**src/rtl/sfu_pkg.sv**
```systemverilog
package sfu_pkg;

  typedef enum logic [2:0] {
    OP_ADD  = 3'd0,
    OP_ADC  = 3'd1,
    OP_SUB  = 3'd2,
    OP_SBB  = 3'd3,
    OP_AND  = 3'd4,
    OP_OR   = 3'd5,
    OP_XOR  = 3'd6,
    OP_PASS = 3'd7
  } sfu_op_e;

  typedef struct packed {
    logic ovf;
    logic sgn;
    logic zro;
    logic aux;
    logic par;
    logic cry;
  } cond_t;

  localparam int FLAG_W  = 16;
  localparam int NIB_W   = 4;
  localparam int PAR_W   = 8;
  localparam int NCTL    = 3;

  localparam int POS_CRY = 0;
  localparam int POS_ONE = 1;
  localparam int POS_PAR = 2;
  localparam int POS_AUX = 4;
  localparam int POS_ZRO = 6;
  localparam int POS_SGN = 7;
  localparam int POS_TRP = 8;
  localparam int POS_IEN = 9;
  localparam int POS_DIR = 10;
  localparam int POS_OVF = 11;

  localparam logic [1:0] CSEL_DIR = 2'd0;
  localparam logic [1:0] CSEL_IEN = 2'd1;
  localparam logic [1:0] CSEL_TRP = 2'd2;

  localparam logic [FLAG_W-1:0] ONE_BIT  = FLAG_W'(1) << POS_ONE;
  localparam logic [FLAG_W-1:0] LD_MASK  =
    (FLAG_W'(1) << POS_CRY) | (FLAG_W'(1) << POS_PAR) | (FLAG_W'(1) << POS_AUX) |
    (FLAG_W'(1) << POS_ZRO) | (FLAG_W'(1) << POS_SGN) | (FLAG_W'(1) << POS_TRP) |
    (FLAG_W'(1) << POS_IEN) | (FLAG_W'(1) << POS_DIR) | (FLAG_W'(1) << POS_OVF);

  function automatic logic even_ones(input logic [PAR_W-1:0] v);
    return ~(^v);
  endfunction

  function automatic logic is_logical(input sfu_op_e op);
    return op[2];
  endfunction

  function automatic logic uses_carry_in(input sfu_op_e op);
    return (op == OP_ADC) || (op == OP_SBB);
  endfunction

  function automatic logic is_subtract(input sfu_op_e op);
    return (op == OP_SUB) || (op == OP_SBB);
  endfunction

  function automatic cond_t unpack_cond(input logic [FLAG_W-1:0] w);
    cond_t c;
    c.cry = w[POS_CRY];
    c.par = w[POS_PAR];
    c.aux = w[POS_AUX];
    c.zro = w[POS_ZRO];
    c.sgn = w[POS_SGN];
    c.ovf = w[POS_OVF];
    return c;
  endfunction

endpackage

```
**src/rtl/sfu_alu.sv**
```systemverilog
module sfu_alu
  import sfu_pkg::*;
#(
  parameter int WIDE_W   = 16,
  parameter int NARROW_W = 8
) (
  input  sfu_op_e           op,
  input  logic              wide,
  input  logic [WIDE_W-1:0] a,
  input  logic [WIDE_W-1:0] b,
  input  logic              cin,
  output logic [WIDE_W-1:0] res,
  output cond_t             flags,
  output logic              carry_top,
  output logic              carry_nib,
  output logic              signed_ovf
);

  localparam int NWID = 2;

  logic [NWID-1:0][WIDE_W-1:0] res_w;
  logic [NWID-1:0]             cy_w;
  logic [NWID-1:0]             ac_w;
  logic [NWID-1:0]             ov_w;
  logic                        arith;

  assign arith = ~is_logical(op);

  generate
    for (genvar g = 0; g < NWID; g++) begin : g_width
      localparam int W = (g == 0) ? NARROW_W : WIDE_W;
      logic [W-1:0] aw, bw, rw;
      logic [W:0]   ext;
      logic         c_in;
      logic         sign_a, sign_b, sign_r;

      always_comb begin
        aw   = a[W-1:0];
        bw   = b[W-1:0];
        c_in = uses_carry_in(op) ? cin : 1'b0;
        ext  = '0;
        unique case (op)
          OP_ADD, OP_ADC: ext = {1'b0, aw} + {1'b0, bw} + {{W{1'b0}}, c_in};
          OP_SUB, OP_SBB: ext = {1'b0, aw} - {1'b0, bw} - {{W{1'b0}}, c_in};
          OP_AND:         ext = {1'b0, aw & bw};
          OP_OR:          ext = {1'b0, aw | bw};
          OP_XOR:         ext = {1'b0, aw ^ bw};
          OP_PASS:        ext = {1'b0, bw};
        endcase
        rw = ext[W-1:0];
      end

      assign sign_a = aw[W-1];
      assign sign_b = bw[W-1];
      assign sign_r = rw[W-1];

      assign res_w[g] = WIDE_W'(rw);
      assign cy_w[g]  = arith & ext[W];
      assign ac_w[g]  = arith & (aw[NIB_W] ^ bw[NIB_W] ^ rw[NIB_W]);
      assign ov_w[g]  = arith & (sign_r != sign_a) &
                        (is_subtract(op) ? (sign_a != sign_b) : (sign_a == sign_b));
    end
  endgenerate

  assign res        = res_w[wide];
  assign carry_top  = cy_w[wide];
  assign carry_nib  = ac_w[wide];
  assign signed_ovf = ov_w[wide];

  always_comb begin
    flags.cry = carry_top;
    flags.aux = carry_nib;
    flags.ovf = signed_ovf;
    flags.sgn = wide ? res[WIDE_W-1] : res[NARROW_W-1];
    flags.zro = (res == '0);
    flags.par = even_ones(res[PAR_W-1:0]);
  end

endmodule

```
**src/rtl/sfu_cond_reg.sv**
```systemverilog
module sfu_cond_reg
  import sfu_pkg::*;
(
  input  logic  clk,
  input  logic  rst_n,
  input  logic  upd_en,
  input  cond_t upd_val,
  input  logic  ld_en,
  input  cond_t ld_val,
  output cond_t q
);

  always_ff @(posedge clk or negedge rst_n) begin
    if (!rst_n)      q <= '0;
    else if (ld_en)  q <= ld_val;
    else if (upd_en) q <= upd_val;
  end

  // no capture request means the condition flags keep their value
  p_hold_r5: assert property (@(posedge clk) disable iff (!rst_n)
    (!upd_en && !ld_en) |=> $stable(q));

endmodule

```
**src/rtl/sfu_ctl_reg.sv**
```systemverilog
module sfu_ctl_reg
  import sfu_pkg::*;
(
  input  logic            clk,
  input  logic            rst_n,
  input  logic            cmd_en,
  input  logic [1:0]      cmd_sel,
  input  logic            cmd_val,
  input  logic            ld_en,
  input  logic [NCTL-1:0] ld_val,
  output logic [NCTL-1:0] q
);

  generate
    for (genvar g = 0; g < NCTL; g++) begin : g_bit
      logic hit;
      assign hit = cmd_en && (cmd_sel == 2'(g));
      always_ff @(posedge clk or negedge rst_n) begin
        if (!rst_n)     q[g] <= 1'b0;
        else if (ld_en) q[g] <= ld_val[g];
        else if (hit)   q[g] <= cmd_val;
      end
    end
  endgenerate

  // control flags move only on a command or a full-word load
  p_ctl_hold_r7: assert property (@(posedge clk) disable iff (!rst_n)
    (!cmd_en && !ld_en) |=> $stable(q));

  // an unused selector leaves every control flag alone
  p_ctl_unused_r7: assert property (@(posedge clk) disable iff (!rst_n)
    (cmd_en && cmd_sel == 2'd3 && !ld_en) |=> $stable(q));

endmodule

```
**src/rtl/stat_flag_unit.sv**
```systemverilog
module stat_flag_unit
  import sfu_pkg::*;
#(
  parameter int WIDE_W   = 16,
  parameter int NARROW_W = 8
) (
  input  logic              clk,
  input  logic              rst_n,
  input  logic [2:0]        op_code,
  input  logic              op_wide,
  input  logic [WIDE_W-1:0] opnd_a,
  input  logic [WIDE_W-1:0] opnd_b,
  input  logic              flag_we,
  output logic [WIDE_W-1:0] result,
  input  logic              ctl_we,
  input  logic [1:0]        ctl_sel,
  input  logic              ctl_val,
  input  logic              flag_ld,
  input  logic [FLAG_W-1:0] flag_in,
  output logic [FLAG_W-1:0] flag_out,
  output logic              trap_req,
  output logic              int_en
);

  sfu_op_e         op_e;
  cond_t           alu_flags;
  cond_t           cond_q;
  cond_t           cond_ld;
  logic [NCTL-1:0] ctl_q;
  logic [NCTL-1:0] ctl_ld;
  logic            carry_top, carry_nib, signed_ovf;

  assign op_e = sfu_op_e'(op_code);

  sfu_alu #(.WIDE_W(WIDE_W), .NARROW_W(NARROW_W)) u_alu (
    .op         (op_e),
    .wide       (op_wide),
    .a          (opnd_a),
    .b          (opnd_b),
    .cin        (cond_q.cry),
    .res        (result),
    .flags      (alu_flags),
    .carry_top  (carry_top),
    .carry_nib  (carry_nib),
    .signed_ovf (signed_ovf)
  );

  assign cond_ld = unpack_cond(flag_in);

  sfu_cond_reg u_cond (
    .clk     (clk),
    .rst_n   (rst_n),
    .upd_en  (flag_we),
    .upd_val (alu_flags),
    .ld_en   (flag_ld),
    .ld_val  (cond_ld),
    .q       (cond_q)
  );

  always_comb begin
    ctl_ld           = '0;
    ctl_ld[CSEL_DIR] = flag_in[POS_DIR];
    ctl_ld[CSEL_IEN] = flag_in[POS_IEN];
    ctl_ld[CSEL_TRP] = flag_in[POS_TRP];
  end

  sfu_ctl_reg u_ctl (
    .clk     (clk),
    .rst_n   (rst_n),
    .cmd_en  (ctl_we),
    .cmd_sel (ctl_sel),
    .cmd_val (ctl_val),
    .ld_en   (flag_ld),
    .ld_val  (ctl_ld),
    .q       (ctl_q)
  );

  always_comb begin
    flag_out          = '0;
    flag_out[POS_ONE] = 1'b1;
    flag_out[POS_CRY] = cond_q.cry;
    flag_out[POS_PAR] = cond_q.par;
    flag_out[POS_AUX] = cond_q.aux;
    flag_out[POS_ZRO] = cond_q.zro;
    flag_out[POS_SGN] = cond_q.sgn;
    flag_out[POS_OVF] = cond_q.ovf;
    flag_out[POS_TRP] = ctl_q[CSEL_TRP];
    flag_out[POS_IEN] = ctl_q[CSEL_IEN];
    flag_out[POS_DIR] = ctl_q[CSEL_DIR];
  end

  assign trap_req = ctl_q[CSEL_TRP];
  assign int_en   = ctl_q[CSEL_IEN];

  // logical operations leave carry, overflow and auxiliary carry cleared
  p_logic_clear_r6: assert property (@(posedge clk) disable iff (!rst_n)
    (flag_we && !flag_ld && op_code[2]) |=>
      (!flag_out[POS_CRY] && !flag_out[POS_OVF] && !flag_out[POS_AUX]));

  // a narrow add of operands with different signs never overflows
  p_no_overflow_r3: assert property (@(posedge clk) disable iff (!rst_n)
    (flag_we && !flag_ld && !op_wide && op_code[2:1] == 2'b00 &&
     opnd_a[NARROW_W-1] != opnd_b[NARROW_W-1]) |=> !flag_out[POS_OVF]);

  // zero flag captured from the result of the same cycle
  p_zero_r4: assert property (@(posedge clk) disable iff (!rst_n)
    (flag_we && !flag_ld) |=> (flag_out[POS_ZRO] == ($past(result) == '0)));

  // parity over the low byte of the result
  p_parity_r4: assert property (@(posedge clk) disable iff (!rst_n)
    (flag_we && !flag_ld) |=> (flag_out[POS_PAR] == ~(^$past(result[PAR_W-1:0]))));

  // sign taken from the top bit of the selected width
  p_sign_r4: assert property (@(posedge clk) disable iff (!rst_n)
    (flag_we && !flag_ld) |=>
      (flag_out[POS_SGN] == $past(op_wide ? result[WIDE_W-1] : result[NARROW_W-1])));

  // a word load wins and reads back through the fixed mask
  p_word_load_r8: assert property (@(posedge clk) disable iff (!rst_n)
    flag_ld |=> (flag_out == (($past(flag_in) & LD_MASK) | ONE_BIT)));

  // narrow operations never drive the upper byte
  p_narrow_r1: assert property (@(posedge clk) disable iff (!rst_n)
    !op_wide |-> (result[WIDE_W-1:NARROW_W] == '0));

endmodule

```
**config.mk**
```make
export PLATFORM = sky130hd
export DESIGN_NAME = stat_flag_unit
export DESIGN_NICKNAME = d
export VERILOG_FILES = /design/src/rtl/sfu_pkg.sv /design/src/rtl/sfu_alu.sv /design/src/rtl/sfu_cond_reg.sv /design/src/rtl/sfu_ctl_reg.sv /design/src/rtl/stat_flag_unit.sv
export SDC_FILE = /design/constraint.sdc
export NUM_CORES = 1
export LEC_CHECK = 0
export BUFFER_PORTS_ARGS = -buffer_cell sky130_fd_sc_hd__buf_2
export CAP_MARGIN = 25
export CORE_ASPECT_RATIO = 0.7
export CORE_MARGIN = 2
export CORE_UTILIZATION = 56
export CTS_CLUSTER_SIZE = 12
export DETAILED_ROUTE_END_ITERATION = 12
export HOLD_SLACK_MARGIN = 0.08
export PLACE_DENSITY = 0.83
export REMOVE_ABC_BUFFERS = 1
export SYNTH_ARGS = -nofsm -noshare
export SYNTH_HDL_FRONTEND = slang
export SYNTH_HIERARCHICAL = 1
export SYNTH_SLANG_ARGS = --single-unit
```
**constraint.sdc**
```tcl
create_clock -name clk -period 4.3 [get_ports clk]
set_input_delay 0.43 -clock clk [delete_from_list [all_inputs] [get_ports clk]]
set_output_delay 0.43 -clock clk [all_outputs]
set_load 0.02 [all_outputs]
```
==> impl_metrics.toml, run 1 <==
[status]
outcome = "completed"

[detailed_routing]
postRouteAntennaNets = 0
drt-pass1-iter-count = 5
wl_met3_um = 1400
dr.first_iter.drc_count = 338
num_vias = 4014
sum_of_routed_wire_length_over_all_layers_um = 11600
uppermost_layer_routed = "met4"
met2_routed_wl_um = 4790
avgViaCountPerCell = 5.94
post-route-drc-count = 0
wl_met1_um = 5140
routedWlPerCell_um = 17.2

[worst_setup_path]
crit_type = "reg2reg"
critPathMaxFanout = 3
r2r-start = "u_cond/q[0]"
r2r_setup_slack_ns = 0.15
crit_path_end = "u_cond/q[3]"
r2r_cells = 17
worstSetupEndpointType = "flip-flop"
worstPathRequired_ns = 4.46
r2r-end = "u_cond/q[3]"
arrival_ns = 4.31
critPathLaunchType = "flip-flop"
crit_path_launch = "u_cond/q[0]"

[global_routing]
grt_use_total = 0.308
number_of_antenna_violations_at_the_first_check_in_global_routing = 0
grt_pass1_wl_um = 18300
grt_overflow_total = 0
largest_net_degree_at_the_start_of_global_routing = 36
via_count_of_the_first_global_routing_pass = 3793

[synthesis]
netlist_instances = 513
post_synth_main_area_contributors = "sky130_fd_sc_hd__ha_1 (21%), sky130_fd_sc_hd__inv_1 (7.1%), sky130_fd_sc_hd__dfrtp_1 (5.8%)"
synth_edf_count = 0
synth-seq-cells = 9
async_reset_ff_frac = 1.00
synth_top_area_frac = 0.213
post_synth_num_cell_types = 74
synth-main-ff-cell = "sky130_fd_sc_hd__dfrtp_1"
yosys_warnings = 6
synth_seq_area_share = 0.0581
netlist.top_cell.by_area = "sky130_fd_sc_hd__ha_1"
syn_area_um2 = 3880
netlist_top_cells_count = "sky130_fd_sc_hd__inv_1 (73), sky130_fd_sc_hd__ha_1 (66), sky130_fd_sc_hd__nand2_1 (44)"
postSynthAreaPerCell_um2 = 7.56
yosys.cell_count.top_type = "sky130_fd_sc_hd__inv_1"

[clock_tree]
clkTransAtPathRegs_ns = 0.05
cts.sink_count = 9
post_cts_setup_buffer_count = 0
clock_tree_from_tritoncts = "yes"
htreeDepth = 1
clockRootBuffer = "sky130_fd_sc_hd__clkbuf_8"
tritoncts.num_buffers = 3
worstSkewPairLatency_ns = 0.24
cts_buffer_depth = 2

[sta]
final_slew_viol_count = 0
max_slew.worst_pin.slew_ns = 0.742
finalCriticalPeriod_ns = 4.15
timing.max_slew.rel_slack = 0.504
timing.final.setup_violations = 0
tns_ns = 0
worst_hold_slack_ns = 0.405
final_hold_viol_count = 0
final.setup_skew_ns = 0.00257
highest_clock_rate_mhz = 241
final.setup.worst_slack_ns = 0.151
unrepaired_setup_endpoints_after_global_routing = "no"
post-route-period-util = 0.965

[cells_and_area]
fill_cells = 590
num_antenna_cells = 0
final_cells = 676
fin_nets = 713
ratio_of_cells_with_drive_above_1_in_the_final_layout = 0.227
syn2layout_area_growth_pct = 13.4

[floorplan]
core_region_area_um2 = 6730
die_h_um = 73.6
die-width_um = 103
placementRows = 25
floorplan.initialDensity = 0.577
design.die.area_um2 = 7620
top_level_ports = 94

[worst_hold_path]
hold_crit_path_type = "in2reg"

[place]
estimated_wirelength_of_the_detail_placed_design_um = 9150
finalWeightedCongestion = 1.01
preCtsSetupSlack_ns = -0.147
dp_cells = 671
buffers_on_ports = 79

[job]
max_cap_viol_count = 0

[power]
static-leakage-power_nw = 2.21
vdd.ir_drop.worst_v = 0.000223
power.total_w = 0.000964
power_dens_cells_nw_per_um2 = 219
[how the worst min path moves through the flow]
stage / end / startpoint / cells past startpoint / slack (ns)
global route: u_cond/q[3] / flag_in[6] / 3 / 0.43
finish: u_cond/q[2] / flag_in[4] / 3 / 0.40
floorplan: u_cond/q[0] / rst_n / 0 / 0.13
CTS: u_cond/q[2] / flag_in[4] / 3 / 0.41
global placement: u_cond/q[3] / rst_n / 1 / 0.29
detailed placement: u_cond/q[3] / rst_n / 1 / 0.29
[cell usage in the layout, fill, tap and decap left out, types with 4 or more instances in the layout]
cell / Yosys / final
sky130_fd_sc_hd__a211oi_1: 8 / 8
sky130_fd_sc_hd__a21o_1: 7 / 7
sky130_fd_sc_hd__a21oi_1: 30 / 30
sky130_fd_sc_hd__a221oi_1: 4 / 4
sky130_fd_sc_hd__buf_2: 7 / 79
sky130_fd_sc_hd__buf_4: 13 / 13
sky130_fd_sc_hd__conb_1: 2 / 7
sky130_fd_sc_hd__dfrtp_1: 9 / 8
sky130_fd_sc_hd__ha_1: 66 / 66
sky130_fd_sc_hd__inv_1: 73 / 73
sky130_fd_sc_hd__mux2_1: 4 / 4
sky130_fd_sc_hd__mux2_2: 5 / 5
sky130_fd_sc_hd__mux2i_1: 20 / 20
sky130_fd_sc_hd__mux4_2: 8 / 8
sky130_fd_sc_hd__nand2_1: 44 / 44
sky130_fd_sc_hd__nand2b_1: 5 / 5
sky130_fd_sc_hd__nand3_1: 9 / 8
sky130_fd_sc_hd__nand4_1: 5 / 5
sky130_fd_sc_hd__nor2_1: 33 / 33
sky130_fd_sc_hd__nor3_1: 10 / 10
sky130_fd_sc_hd__o211ai_1: 8 / 8
sky130_fd_sc_hd__o21ai_0: 21 / 21
sky130_fd_sc_hd__o21ai_1: 10 / 9
sky130_fd_sc_hd__o22ai_1: 7 / 7
sky130_fd_sc_hd__xnor2_1: 19 / 19
sky130_fd_sc_hd__xor2_1: 9 / 9
[stage by stage]
stage               instance area [µm²]   util
floorplan                          3700      -
global placement                   4310  0.641
CTS                                4370  0.650
global route                       4400  0.654
finish                             4400  0.654
detailed placement                 4310  0.641
[critical path: stages (launching register included)]
cell and delay, ns:
sky130_fd_sc_hd__dfrtp_2 0.44, sky130_fd_sc_hd__nand3_4 0.13, sky130_fd_sc_hd__buf_4 0.16, sky130_fd_sc_hd__fa_2 0.35, sky130_fd_sc_hd__ha_1 0.22, sky130_fd_sc_hd__nor4_2 0.29, sky130_fd_sc_hd__a211oi_2 0.13, sky130_fd_sc_hd__a21o_1 0.19
sky130_fd_sc_hd__a21oi_1 0.17, sky130_fd_sc_hd__xor2_1 0.18, sky130_fd_sc_hd__mux4_2 0.29, sky130_fd_sc_hd__ha_1 0.14, sky130_fd_sc_hd__nand4_1 0.11, sky130_fd_sc_hd__a311o_1 0.35, sky130_fd_sc_hd__or4_4 0.44, sky130_fd_sc_hd__nor4b_4 0.26
sky130_fd_sc_hd__mux2i_1 0.11, sky130_fd_sc_hd__o21ai_1 0.12
[power by group]
part | internal (W) | total, W | switching, W
registers | 0.0000973 | 0.000106 | 0.00000864
clock network | 0.0000648 | 0.000100 | 0.0000355
logic | 0.000312 | 0.000758 | 0.000446
[cell type report]
type	count	area, µm²	area share
inverter	74	278	0.0632
multi-input combinational	402	3230	0.734
sequential	9	226	0.0515
tap	94	118	0.0268
timing repair buffer	93	503	0.114
clock buffer	4	45.0	0.0102
[cells by family (layout without fill, tap and decap cells)]
group           count (synthesis)  in the layout  share of synthesized area
flops                           9              9                     0.0581
xor+xnor                       28             28                     0.0632
mux                            38             38                      0.131
compound gates                129            129                      0.225
simple gates                  130            130                      0.165
buf+inv                       107            171                      0.123
fa+ha+maj                      70             70                      0.234
other cells                     2              7                    0.00194
[sequential cells by signal, summed over array words and instances (netlist names)]
register	count
u_cond/q	6
u_ctl/q	3
[routing by layer]
metal	GRT usage	up-vias
met5	0	-
met4	0.0936	0
met3	0.0580	39
met2	0.461	257
met1	0.447	1814
li1	-	1904
[repair_timing]
item / CTS / global route
hold endpoints to repair: 9 / 0
setup endpoints to repair: 1 / 1
resized for setup: 1 / 7
pin swaps: 0 / 2
hold buffers: 1 / 0
No activity file was read; power rests on OpenSTA's default activity.
==> run 2: changes to the inputs <==
--- a/config.mk
+++ b/config.mk
@@ -7,7 +7,7 @@
 export LEC_CHECK = 0
 export BUFFER_PORTS_ARGS = -buffer_cell sky130_fd_sc_hd__buf_2
 export CAP_MARGIN = 25
-export CORE_ASPECT_RATIO = 0.7
+export CORE_ASPECT_RATIO = 1.2
 export CORE_MARGIN = 2
 export CORE_UTILIZATION = 56
 export CTS_CLUSTER_SIZE = 12
==> run 2 against run 1 <==
Effect of this change: flip-flop and latch count is the same; maximum frequency is 1.0% higher; die area decreased by 0.11%; sequential power is essentially flat; register-to-register slack better by 0.04 ns; total power shrank 2.3%; largest cell class unchanged; critical path depth up 1; critical path type unchanged; clock power about the same; design area shrank 0.51%; worst setup slack better by 0.042 ns; sequential share of layout area about the same.
==> impl_metrics.toml, run 2 (synthesized netlist as in run 1, its figures left out) <==
[status]
outcome = "completed"

[floorplan]
top_level_ports = 94
die_h_um = 95.2
core_region_area_um2 = 6770
floorplan.initialDensity = 0.573
design.die.area_um2 = 7610
placementRows = 33
die-width_um = 80.0

[place]
dp_cells = 662
estimated_wirelength_of_the_detail_placed_design_um = 8410
finalWeightedCongestion = 0.962
buffers_on_ports = 79

[sta]
final_slew_viol_count = 0
final.setup_skew_ns = 0.00369
timing.max_slew.rel_slack = 0.516
post-route-period-util = 0.955
final_hold_viol_count = 0
tns_ns = 0
worst_hold_slack_ns = 0.425
timing.final.setup_violations = 0
max_slew.worst_pin.slew_ns = 0.708
finalCriticalPeriod_ns = 4.11
highest_clock_rate_mhz = 243

[global_routing]
grt_use_met2 = 0.508
grt_overflow_total = 0
groute.layer.met1.usage = 0.314
via_count_of_the_first_global_routing_pass = 3835
grt_use_total = 0.275
largest_net_degree_at_the_start_of_global_routing = 36
grt_pass1_wl_um = 17000
number_of_antenna_violations_at_the_first_check_in_global_routing = 0
grt.met3_usage = 0.0284
gr-max-usage-layer = "met2"

[clock_tree]
clock_tree_from_tritoncts = "yes"
clockRootBuffer = "sky130_fd_sc_hd__clkbuf_8"
tritoncts.num_buffers = 3
worstSkewPairLatency_ns = 0.23
cts_buffer_depth = 2
cts.sink_count = 9
clkTransAtPathRegs_ns = 0.05
htreeDepth = 1

[cells_and_area]
fin_nets = 712
syn2layout_area_growth_pct = 12.8
mostFrequentLayoutCells = "sky130_fd_sc_hd__buf_2 (79), sky130_fd_sc_hd__inv_1 (73), sky130_fd_sc_hd__ha_1 (66), sky130_fd_sc_hd__nand2_1 (44), sky130_fd_sc_hd__nor2_1 (33)"
largest_register_by_flop_count = "u_cond/q"
num_antenna_cells = 0
ratio_of_cells_with_drive_above_1_in_the_final_layout = 0.225
layout.core_utilization = 0.646
layout_commonest_cell = "sky130_fd_sc_hd__buf_2"
flip_flop_count_of_the_largest_register_all_copies_and_words_added = 6
final_cells = 668
fill_cells = 608
largestRegisters = "u_cond/q: 6 flops, u_ctl/q: 3 flops"

[detailed_routing]
num_vias = 3952
postRouteAntennaNets = 0
avgViaCountPerCell = 5.92
routedWlPerCell_um = 15.7
dr.first_iter.drc_count = 207
sum_of_routed_wire_length_over_all_layers_um = 10500
drt-pass1-iter-count = 5
post-route-drc-count = 0

[worst_setup_path]
cpPeakStageDelay_ns = 0.53
critPathLaunchType = "flip-flop"
timing.critical_path.cells = "nand3_2, inv_1, fa_1, inv_1, ha_1, o21ai_2, a211oi_2, a21o_1, a21oi_1, xor2_1, mux4_2, ha_1, nand4_1, a311o_1, or4_4, nor4b_4, mux2i_1, o21ai_1"
critPathMaxFanout = 3
r2r_setup_slack_ns = 0.19
crit_type = "reg2reg"
arrival_ns = 4.26
worstSetupEndpointType = "flip-flop"
worstPathRequired_ns = 4.45
crit_path_top_delay_cell = "sky130_fd_sc_hd__fa_1"

[power]
power_dens_cells_nw_per_um2 = 215
static-leakage-power_nw = 2.20
vdd.ir_drop.worst_v = 0.000136

[job]
max_cap_viol_count = 0

[worst_hold_path]
hold_crit_path_type = "in2reg"
## run 2: per-layer routing
metal  part of all wire  vias to the layer above
met2               0.51                      146
met5                  0                        -
met1               0.39                     1849
li1                   -                     1917
met4              0.047                        0
met3              0.057                       40
## run 2: final cells by class
class | instances | area (µm²) | share of cell area
multi-input combinational | 402 | 3220 | 0.736
timing repair buffer | 92 | 495 | 0.113
inverter | 74 | 278 | 0.0635
sequential | 9 | 226 | 0.0518
tap | 87 | 109 | 0.0249
clock buffer | 4 | 45.0 | 0.0103
## run 2: final timing paths
| path | from | to | cells past startpoint |
|---|---|---|---|
| worst max-delay path | u_cond/q[0] | u_cond/q[3] | 18 |
| worst min-delay path | flag_in[2] | u_cond/q[1] | 3 |
| worst max register to register | u_cond/q[0] | u_cond/q[3] | 18 |
| worst min register to register | u_cond/q[2] | u_cond/q[2] | 2 |
| max in group asynchronous | rst_n | u_cond/q[0] | 2 |
| min in group asynchronous | rst_n | u_ctl/q[0] | 2 |
## run 2: power by group
part	leakage, nW	total, W	switching [W]	internal, W
logic	2.07	0.000737	0.000429	0.000309
clock network	0.0228	0.0000980	0.0000334	0.0000646
registers	0.108	0.000106	0.00000851	0.0000973
## run 2: timing repair
action / in CTS / in global routing
hold endpoints to repair: 9 / 0
resized for setup: 0 / 6
hold buffers: 1 / 0
setup endpoints to repair: 0 / 1
setup buffers: 0 / 1
## run 2: metrics by stage
stage	power, W	setup WS, ns	area (µm²)
2_1_floorplan	0.000608	0.175	3700
3_3_place_gp	0.000803	-0.0111	4290
3_5_place_dp	0.000820	-0.103	4290
4_1_cts	0.000925	0.0151	4340
5_1_grt	0.00102	-0.0140	4370
6_report	0.000941	0.193	4370
## run 2: worst max-delay path: cells and delay by family, from the launching register on
kind | cells | cell delay (ns)
multiplexers | 2 | 0.38
XOR/XNOR | 1 | 0.16
AO/OA/AOI/OAI | 6 | 1.13
AND/OR/NAND/NOR | 4 | 0.94
flip-flops | 1 | 0.44
buffers and inverters | 2 | 0.12
adder cells (fa/ha/maj) | 3 | 0.85
==> run 3: changes to the inputs <==
--- a/config.mk
+++ b/config.mk
@@ -5,15 +5,15 @@
 export SDC_FILE = /design/constraint.sdc
 export NUM_CORES = 1
 export LEC_CHECK = 0
-export BUFFER_PORTS_ARGS = -buffer_cell sky130_fd_sc_hd__buf_2
 export CAP_MARGIN = 25
 export CORE_ASPECT_RATIO = 1.2
 export CORE_MARGIN = 2
-export CORE_UTILIZATION = 56
+export CORE_UTILIZATION = 62
 export CTS_CLUSTER_SIZE = 12
 export DETAILED_ROUTE_END_ITERATION = 12
+export DONT_BUFFER_PORTS = 1
 export HOLD_SLACK_MARGIN = 0.08
-export PLACE_DENSITY = 0.83
+export PLACE_DENSITY = 0.78
 export REMOVE_ABC_BUFFERS = 1
 export SYNTH_ARGS = -nofsm -noshare
 export SYNTH_HDL_FRONTEND = slang
==> run 3 against run 2 <==
Effect of this change: die area down 9.2%; sequential share of layout area grew 0.52 points; total power down 9.3%; critical path type unchanged; first-iteration DRC count grew 0.48%; non-clock buffer count is 80 lower; clock skew decreased by 0.0026 ns.
==> impl_metrics.toml, run 3 (synthesized netlist as in run 1, its figures left out) <==
[global_routing]
largest_net_degree_at_the_start_of_global_routing = 39
via_count_of_the_first_global_routing_pass = 3775
grt_pass1_wl_um = 17100
grt_overflow_total = 0
number_of_antenna_violations_at_the_first_check_in_global_routing = 0
grt_use_total = 0.296

[detailed_routing]
post-route-drc-count = 0
avgViaCountPerCell = 6.37
num_vias = 3714
dr.first_iter.drc_count = 208
postRouteAntennaNets = 0
drt-pass1-iter-count = 5
sum_of_routed_wire_length_over_all_layers_um = 10200
routedWlPerCell_um = 17.5

[power]
switching_fraction_of_total_power = 0.497
p_sw_w = 0.000425
clock_power_share = 0.115
static-leakage-power_nw = 1.88
internal_power_w = 0.000430
vdd.ir_drop.worst_v = 0.000253
seq_power_share = 0.145
power_dens_cells_nw_per_um2 = 216
power_frac_comb = 0.740

[job]
max_cap_viol_count = 0

[clock_tree]
clockRootBuffer = "sky130_fd_sc_hd__clkbuf_8"
htreeDepth = 1
cts.sink_count = 9
tritoncts.num_buffers = 3
worstSkewPairLatency_ns = 0.23
clkTransAtPathRegs_ns = 0.04
clock_tree_from_tritoncts = "yes"
cts_buffer_depth = 2

[sta]
highest_clock_rate_mhz = 246
tns_ns = 0
final_slew_viol_count = 0
final_hold_viol_count = 0
timing.max_slew.rel_slack = 0.534
max_slew.worst_pin.slew_ns = 0.696
finalCriticalPeriod_ns = 4.06
unrepaired_setup_endpoints_after_global_routing = "no"
final.setup_skew_ns = 0.00105
post-route-period-util = 0.945
timing.final.setup_violations = 0

[cells_and_area]
syn2layout_area_growth_pct = 2.00
largestRegisters = "u_cond/q: 6 flops, u_ctl/q: 3 flops"
fill_cells = 546
layout.core_utilization = 0.654
num_antenna_cells = 0
fin_area_um2 = 3960
layout_commonest_cell = "sky130_fd_sc_hd__inv_1"
final_cells = 583
fin_nets = 632
flip_flop_count_of_the_largest_register_all_copies_and_words_added = 6
ratio_of_cells_with_drive_above_1_in_the_final_layout = 0.0958
mostFrequentLayoutCells = "sky130_fd_sc_hd__inv_1 (73), sky130_fd_sc_hd__ha_1 (66), sky130_fd_sc_hd__nand2_1 (44), sky130_fd_sc_hd__nor2_1 (33), sky130_fd_sc_hd__a21oi_1 (29)"
largest_register_by_flop_count = "u_cond/q"

[place]
finalWeightedCongestion = 0.934
placed_cell_area_um2 = 3880
buffers_on_ports = 0
dp_cells = 577
estimated_wirelength_of_the_detail_placed_design_um = 7910

[floorplan]
floorplan.initialDensity = 0.641
top_level_ports = 94
design.die.area_um2 = 6910
die_h_um = 90.6
core_region_area_um2 = 6050
placementRows = 31
die-width_um = 76.2

[worst_setup_path]
worstSetupEndpointType = "flip-flop"
critPathMaxFanout = 3
crit_type = "reg2reg"
r2r_cells = 18
arrival_ns = 4.22
critPathLaunchType = "flip-flop"
worstPathRequired_ns = 4.46

[worst_hold_path]
hold_crit_path_type = "in2reg"
holdPathStages = 1

[status]
outcome = "completed"
run 3: metal layers:
layer | track usage | vias up | wire, µm
li1 | - | 1756 | -
met1 | 0.351 | 1747 | 3990
met2 | 0.529 | 176 | 5100
met3 | 0.0440 | 35 | 680
met4 | 0.126 | 0 | 407
met5 | 0 | - | 0
run 3: power groups by stage:
stage	clock (W)	combinational (W)	sequential, W
after detailed placement	0	0.000609	0.000125
after floorplan	0	0.000485	0.000123
after global placement	0	0.000593	0.000124
after global routing	0.000104	0.000699	0.000125
after CTS	0.0000996	0.000615	0.000124
final	0.0000983	0.000632	0.000124
run 3: area by class of cell:
cell class                 instances  area, µm²  area share
clock buffer                       4       45.0      0.0114
tap                               82        103      0.0259
sequential                         9        225      0.0569
inverter                          74        278      0.0702
multi-input combinational        402       3210       0.812
timing repair buffer              12       92.6      0.0234
run 3: worst max-delay path, stage by stage, from the launching register on:
cell                       delay (ns)
sky130_fd_sc_hd__dfrtp_1         0.37
sky130_fd_sc_hd__nand3_1         0.13
sky130_fd_sc_hd__inv_1           0.07
sky130_fd_sc_hd__fa_1            0.54
sky130_fd_sc_hd__inv_1           0.06
sky130_fd_sc_hd__ha_1            0.19
sky130_fd_sc_hd__o21ai_2         0.18
sky130_fd_sc_hd__a211oi_2        0.10
sky130_fd_sc_hd__a21o_1          0.20
sky130_fd_sc_hd__a21oi_2         0.15
sky130_fd_sc_hd__xor2_1          0.14
sky130_fd_sc_hd__mux4_2          0.29
sky130_fd_sc_hd__ha_1            0.15
sky130_fd_sc_hd__nand4_1         0.10
sky130_fd_sc_hd__a311o_1         0.33
sky130_fd_sc_hd__or4_1           0.46
sky130_fd_sc_hd__nor4b_4         0.27
sky130_fd_sc_hd__mux2i_1         0.14
sky130_fd_sc_hd__o21ai_1         0.13
run 3: repair_timing:
| action | 4_1_cts | 5_1_grt |
|---|---|---|
| endpoints found under the hold margin | 9 | 0 |
| hold buffers | 1 | 0 |
| setup endpoints to repair | 0 | 1 |
| gates resized for setup | 0 | 3 |
| buffers inserted | 0 | 1 |
run 3: worst paths after layout:
| kind | from | to | slack, ns |
|---|---|---|---|
| setup / recovery | u_cond/q[0] | u_cond/q[3] | 0.24 |
| hold / removal | flag_ld | u_cond/q[0] | 0.29 |
| setup reg to reg | u_cond/q[0] | u_cond/q[3] | 0.24 |
| hold reg to reg | u_cond/q[2] | u_cond/q[2] | 0.71 |
| max in group asynchronous | rst_n | u_cond/q[0] | 3.45 |
| min in group asynchronous | rst_n | u_cond/q[2] | 0.57 |
run 3: through the flow:
stage | total power [W] | worst slack, ns | hold slack (ns)
2_1_floorplan | 0.000608 | 0.175 | 0.134
3_3_place_gp | 0.000717 | 0.198 | 0.135
3_5_place_dp | 0.000734 | 0.0721 | 0.135
4_1_cts | 0.000839 | 0.136 | 0.286
5_1_grt | 0.000928 | 0.00973 | 0.284
6_report | 0.000854 | 0.236 | 0.291
